$ cat src/rtl/sreg_pkg.sv
package sreg_pkg;
  localparam int unsigned SR_W      = 8;
  localparam int unsigned ARITH_N   = 6;
  localparam int unsigned FLAG_C    = 0;
  localparam int unsigned FLAG_Z    = 1;
  localparam int unsigned FLAG_N    = 2;
  localparam int unsigned FLAG_V    = 3;
  localparam int unsigned FLAG_S    = 4;
  localparam int unsigned FLAG_H    = 5;
  localparam int unsigned FLAG_T    = 6;
  localparam int unsigned FLAG_I    = 7;

  typedef enum logic [1:0] {
    OP_ADD = 2'd0,
    OP_ADC = 2'd1,
    OP_SUB = 2'd2,
    OP_SBC = 2'd3
  } arith_op_e;

  // packed MSB..LSB matches status bits 5..0
  typedef struct packed {
    logic h;
    logic s;
    logic v;
    logic n;
    logic z;
    logic c;
  } arith_flags_t;
endpackage

$ cat src/rtl/sreg_arith.sv
module sreg_arith
  import sreg_pkg::*;
#(
  parameter int unsigned DW = 8
) (
  input  logic [DW-1:0] a_i,
  input  logic [DW-1:0] b_i,
  input  arith_op_e     op_i,
  input  logic          carry_i,
  output logic [DW-1:0] result_o,
  output arith_flags_t  flags_o
);
  localparam int unsigned HW = DW / 2;

  logic          is_sub;
  logic          cin;
  logic          cin_eff;
  logic [DW-1:0] b_eff;
  logic [DW:0]   sum_w;
  logic [HW:0]   low_w;
  logic          a_msb, b_msb, r_msb;

  always_comb begin
    is_sub  = op_i[1];
    cin     = op_i[0] & carry_i;
    // subtract as a + ~b + ~cin
    b_eff   = is_sub ? ~b_i : b_i;
    cin_eff = is_sub ? ~cin : cin;
    sum_w   = {1'b0, a_i} + {1'b0, b_eff} + {{DW{1'b0}}, cin_eff};
    low_w   = {1'b0, a_i[HW-1:0]} + {1'b0, b_eff[HW-1:0]} + {{HW{1'b0}}, cin_eff};
    result_o = sum_w[DW-1:0];

    a_msb = a_i[DW-1];
    b_msb = b_i[DW-1];
    r_msb = sum_w[DW-1];

    flags_o.c = is_sub ? ~sum_w[DW] : sum_w[DW];
    flags_o.h = is_sub ? ~low_w[HW] : low_w[HW];
    flags_o.z = (sum_w[DW-1:0] == '0);
    flags_o.n = r_msb;
    if (is_sub) flags_o.v = (a_msb & ~b_msb & ~r_msb) | (~a_msb & b_msb & r_msb);
    else        flags_o.v = (a_msb &  b_msb & ~r_msb) | (~a_msb & ~b_msb & r_msb);
    flags_o.s = flags_o.n ^ flags_o.v;
  end
endmodule

$ cat src/rtl/sreg_merge.sv
module sreg_merge
  import sreg_pkg::*;
#(
  parameter int unsigned W  = SR_W,
  parameter int unsigned AN = ARITH_N,
  localparam int unsigned IW = $clog2(W)
) (
  input  logic [W-1:0]  cur_i,
  input  logic [AN-1:0] arith_i,
  input  logic [AN-1:0] we_i,
  input  logic          load_en_i,
  input  logic [W-1:0]  load_data_i,
  input  logic          bit_en_i,
  input  logic [IW-1:0] bit_idx_i,
  input  logic          bit_val_i,
  output logic [W-1:0]  next_o
);
  logic [W-1:0] upd;

  for (genvar k = 0; k < W; k++) begin : g_bit
    if (k < AN) begin : g_arith
      assign upd[k] = we_i[k] ? arith_i[k] : cur_i[k];
    end else begin : g_hold
      assign upd[k] = cur_i[k];
    end
  end

  // priority: load > single bit > flag update
  always_comb begin
    next_o = upd;
    if (bit_en_i) next_o[bit_idx_i] = bit_val_i;
    if (load_en_i) next_o = load_data_i;
  end
endmodule

$ cat src/rtl/sreg_flag_unit.sv
module sreg_flag_unit
  import sreg_pkg::*;
#(
  parameter int unsigned DW = 8
) (
  input  logic                 clk_i,
  input  logic                 rst_ni,
  input  logic [DW-1:0]        op_a_i,
  input  logic [DW-1:0]        op_b_i,
  input  logic [1:0]           op_sel_i,
  input  logic [ARITH_N-1:0]   flag_we_i,
  input  logic                 load_en_i,
  input  logic [SR_W-1:0]      load_data_i,
  input  logic                 bit_en_i,
  input  logic [2:0]           bit_idx_i,
  input  logic                 bit_val_i,
  output logic [DW-1:0]        result_o,
  output logic [SR_W-1:0]      status_o
);
  arith_flags_t    flags;
  logic [SR_W-1:0] status_q, status_d;

  sreg_arith #(.DW(DW)) u_arith (
    .a_i      (op_a_i),
    .b_i      (op_b_i),
    .op_i     (arith_op_e'(op_sel_i)),
    .carry_i  (status_q[FLAG_C]),
    .result_o (result_o),
    .flags_o  (flags)
  );

  sreg_merge #(.W(SR_W), .AN(ARITH_N)) u_merge (
    .cur_i       (status_q),
    .arith_i     (flags),
    .we_i        (flag_we_i),
    .load_en_i   (load_en_i),
    .load_data_i (load_data_i),
    .bit_en_i    (bit_en_i),
    .bit_idx_i   (bit_idx_i),
    .bit_val_i   (bit_val_i),
    .next_o      (status_d)
  );

  always_ff @(posedge clk_i or negedge rst_ni) begin
    if (!rst_ni) status_q <= '0;
    else         status_q <= status_d;
  end

  assign status_o = status_q;

  logic quiet_arith;
  assign quiet_arith = !load_en_i && !bit_en_i;

  assert_load_wins_R10: assert property (@(posedge clk_i) disable iff (!rst_ni)
    load_en_i |=> status_o == $past(load_data_i));

  assert_hold_idle_R9: assert property (@(posedge clk_i) disable iff (!rst_ni)
    (quiet_arith && flag_we_i == '0) |=> $stable(status_o));

  assert_sign_xor_R7: assert property (@(posedge clk_i) disable iff (!rst_ni)
    (quiet_arith && flag_we_i[FLAG_S] && flag_we_i[FLAG_N] && flag_we_i[FLAG_V])
    |=> status_o[FLAG_S] == (status_o[FLAG_N] ^ status_o[FLAG_V]));

  assert_zero_flag_R4: assert property (@(posedge clk_i) disable iff (!rst_ni)
    (quiet_arith && flag_we_i[FLAG_Z]) |=> status_o[FLAG_Z] == ($past(result_o) == '0));

  assert_neg_flag_R5: assert property (@(posedge clk_i) disable iff (!rst_ni)
    (quiet_arith && flag_we_i[FLAG_N]) |=> status_o[FLAG_N] == $past(result_o[DW-1]));

  assert_upper_hold_R11: assert property (@(posedge clk_i) disable iff (!rst_ni)
    (!load_en_i && !(bit_en_i && bit_idx_i >= 3'd6)) |=> $stable(status_o[7:6]));

  assert_bit_write_R11: assert property (@(posedge clk_i) disable iff (!rst_ni)
    (bit_en_i && !load_en_i) |=> status_o[$past(bit_idx_i)] == $past(bit_val_i));
endmodule

$ cat config.mk
export PLATFORM = sky130hd
export DESIGN_NAME = sreg_flag_unit
export DESIGN_NICKNAME = d
export VERILOG_FILES = /design/src/rtl/sreg_pkg.sv /design/src/rtl/sreg_arith.sv /design/src/rtl/sreg_merge.sv /design/src/rtl/sreg_flag_unit.sv
export SDC_FILE = /design/constraint.sdc
export NUM_CORES = 1
export LEC_CHECK = 0
export CORE_MARGIN = 1
export CORE_UTILIZATION = 35
export CTS_CLUSTER_SIZE = 14
export DETAILED_ROUTE_END_ITERATION = 10
export MAX_ROUTING_LAYER = met4
export PLACE_DENSITY_LB_ADDON = 0.1
export SYNTH_ARGS = -nofsm -noshare
export SYNTH_HDL_FRONTEND = slang
export SYNTH_HIERARCHICAL = 1
export SYNTH_SLANG_ARGS = --single-unit
$ cat constraint.sdc
create_clock -name clk_i -period 3.2 [get_ports clk_i]
set_input_delay 0.8 -clock clk_i [delete_from_list [all_inputs] [get_ports clk_i]]
set_output_delay 0.8 -clock clk_i [all_outputs]
set_load 0.01 [all_outputs]
==> flow_metrics.py <==
metrics = {
    "worst_setup_path": {
        "crit-reg2reg-launch": "status_o[0]",
        "timing.critical_path.from": "op_sel_i[1]",
        "worst-r2r-cell-count": 12,
        "critical_path_capture_point": "result_o[6]",
        "data_arrival_at_the_endpoint_of_the_critical_path_ps": 2540,
        "cp-end-kind": "output pin",
        "critical-path-top-cell-by-count": "fa_2",
        "timing.critical_path.slowest_cell_delay_ps": 340,
        "critical_path_depth": 10,
        "crit_path_start_kind": "primary input",
        "crit_family": "adder cells",
        "worstPathMaxFanout": 4,
        "register_to_register_setup_slack_ps": 280,
        "crit-reg2reg-capture": "status_o[4]",
        "critical_path_class": "primary input to output pin",
        "crit_chain": "buf_6 > xnor2_4 > fa_2 > inv_2 > fa_2 > a211oi_2 > o21bai_1 > a21oi_2 > xnor2_2 > buf_2",
        "critPathBufInv": 3,
        "required_ps": 2400,
        "highest_delay_cell_along_the_critical_path": "fa_2",
    },
    "sta": {
        "relSlewSlack_pct": 60.0,
        "clock-skew-final_ps": 1.90,
        "max_freq_mhz": 300,
        "timing.final.max_slew_violations": 0,
        "final_hold_viol_count": 0,
        "final.setup.tns_ps": -323,
        "tightest_slew_ps": 598,
        "timing.final.setup_violations": 4,
        "grt_setup_unrepaired": "yes",
        "finalWorstSetupSlack_ps": -136,
        "period_share_pct": 104,
        "timing.final.crit_period_ps": 3340,
    },
    "synth": {
        "dominantRegCellSynth": "dfrtp_1",
        "synth_nets": 161,
        "post_synth_most_frequent_cells": "xor2_1, inv_1, dfrtp_1",
        "synth-warning-count": 6,
        "synth.yosys.seq_area_share_pct": 19.4,
        "yosys.area.top_type_share_pct": 19.4,
        "syn_area_per_cell_um2": 9.19,
        "post-synth-top-count-cell": "xor2_1",
        "synth_top_area_cell": "dfrtp_1",
        "netlist_instances": 112,
        "synth_enable_flop_cells": 0,
        "async_flop_share_pct": 100,
        "flop_and_latch_count_out_of_synthesis": 8,
        "netlist_area_um2": 1030,
        "netlist_top_cells_area": "dfrtp_1, xor2_1, ha_1",
        "yosys.cell_types.count": 39,
    },
    "placement": {
        "hpwl_um": 2610,
        "placed_cell_area_um2": 1810,
        "io_buffer_count": 55,
        "globalplace.congestion": 0.781,
        "total_instance_count_after_detailed_placement": 218,
        "preCtsSetupSlack_ps": -1120,
    },
    "finish": {
        "flip_flop_count_of_the_largest_register_all_copies_and_words_added": 8,
        "fin_cells": 225,
        "final_nets": 245,
        "fill_cells": 222,
        "area_growth_pct": 94.7,
        "postLayoutCellArea_um2": 2000,
        "drive_above_1_share_pct": 37.1,
        "antenna_cells": 0,
    },
    "status": {
        "outcome": "complete, but fails checks",
        "violations": "negative setup slack",
    },
    "flow_run": {
        "timing.max_cap.violations": 0,
    },
    "die": {
        "core-area_um2": 2780,
        "die_width_um": 56.2,
        "chipHeight_um": 56.2,
        "design.die.area_um2": 3160,
        "io_pins": 56,
        "std_cell_rows": 19,
        "starting_density_of_the_core_pct": 37.0,
    },
    "power": {
        "vdd_ir_drop_max_uv": 317,
        "p_total_mw": 0.693,
        "power.share.switching_pct": 37.7,
        "leakagePower_nw": 0.868,
        "power.clock.fraction_pct": 11.2,
        "share_comb_of_total_power_pct": 71.5,
        "powerDensity_nw_per_um2": 346,
        "power.net_switching_mw": 0.262,
        "power.sequential.fraction_pct": 17.4,
        "cellInternalPower_mw": 0.432,
    },
    "global_routing": {
        "initial_antenna_violation_count": 0,
        "grt_max_degree": 18,
        "first_global_vias": 1264,
        "grt_pass1_wl_um": 5530,
        "globalRouteOverflowTotal": 0,
        "grt_util_all_layers_pct": 22.9,
    },
    "detailed_routing": {
        "detail_route.wirelength_um": 3420,
        "detailedRoute.firstPassIterationCount": 4,
        "avgRoutedWirePerCell_um": 15.2,
        "drc_marker_count_from_the_first_detailed_route_iteration": 28,
        "num_vias": 1201,
        "drt-vias-per-instance": 5.34,
        "drt_drc_violations_left": 0,
        "final_antenna_net_count": 0,
    },
    "worst_hold_path": {
        "worstHoldPathType": "flop to flop",
    },
    "clocking": {
        "cts_tree": "done",
        "cts_num_sinks": 8,
        "worst_setup_hold_path_clk_slew_ps": 50,
        "longest_clk_path_bufs": 2,
        "cts.htree.levels": 1,
        "number_of_clock_buffers_inserted_by_tritoncts": 3,
        "worstSkewPairLatency_ps": 250,
        "cts-hold-fix-buffers": 0,
        "clockRootBuffer": "clkbuf_4",
    },
}
==> stage by stage <==
stage | util [%] | hold WS, ps
global placement | 65.0 | 557
detailed placement | 65.0 | 583
global route | 72.1 | 664
floorplan | - | 504
CTS | 69.3 | 596
finish | 72.1 | 579
==> worst reg2reg max path, cell delays in order, from the launching register on <==
cell       delay, ps
dfrtp_1          400
nand2_4           80
xor2_2           170
fa_2             350
buf_4            140
nand2b_4         130
a211o_4          380
a31oi_4          200
a221oi_4          50
buf_4            180
maj3_2           310
a2111oi_2        300
a221oi_1          80
==> power by group through the flow <==
stage / combinational [mW] / clock [mW] / sequential (mW)
floorplan: 0.205 / 0 / 0.126
global placement: 0.434 / 0 / 0.120
detailed placement: 0.444 / 0 / 0.121
CTS: 0.461 / 0.0828 / 0.120
global route: 0.531 / 0.0882 / 0.122
finish: 0.496 / 0.0773 / 0.120
==> cell usage in the layout, fill, tap and decap left out, drive strengths merged, types with 4 or more instances in the layout <==
cell,count
a221oi,7
nor2,7
clkbuf,4
nor2b,6
a21oi,4
inv,9
dfrtp,8
a2111oi,8
nand2,6
clkdlybuf4s50,37
ha,7
dlygate4sd2,8
o21ai,4
xor2,13
buf,34
==> how the worst min path moves through the flow <==
stage,from,endpoint,cells after the start
floorplan,rst_ni,status_o[0],0
global placement,status_o[6],status_o[6],2
detailed placement,status_o[6],status_o[6],2
CTS,status_o[6],status_o[6],2
global route,status_o[6],status_o[6],2
finish,status_o[6],status_o[6],2
==> metal layers <==
layer | up-vias | track usage, % | routed length [um]
li1 | 581 | - | -
met1 | 573 | 25.4 | 1430
met2 | 45 | 43.2 | 1800
met3 | 2 | 4.42 | 171
met4 | 0 | 3.14 | 15
met5 | - | - | 0
==> area by class of cell <==
type,count,area (um^2),share of cell area [%]
multi-input combinational,92,987,49.3
timing repair buffer,82,722,36.0
sequential,8,200,9.99
tap,31,38.8,1.94
inverter,9,33.8,1.69
clock buffer,3,22.5,1.12
==> cell families after synthesis <==
group | after synthesis | synth area share, %
simple gates | 35 | 22.0
compound gates | 28 | 23.7
xor+xnor | 16 | 13.6
buf+inv | 12 | 4.86
fa+ha+maj | 10 | 13.5
flops | 8 | 19.4
mux | 3 | 2.92
==> repair_timing <==
action / CTS / global route
buffers inserted: 3 / 1
pin swaps: 17 / 18
resized for setup: 64 / 17
gates cloned: 0 / 0
endpoints found under the setup margin: 14 / 9
hold endpoints to repair: 0 / 0
(Power assumes the default switching activity.)
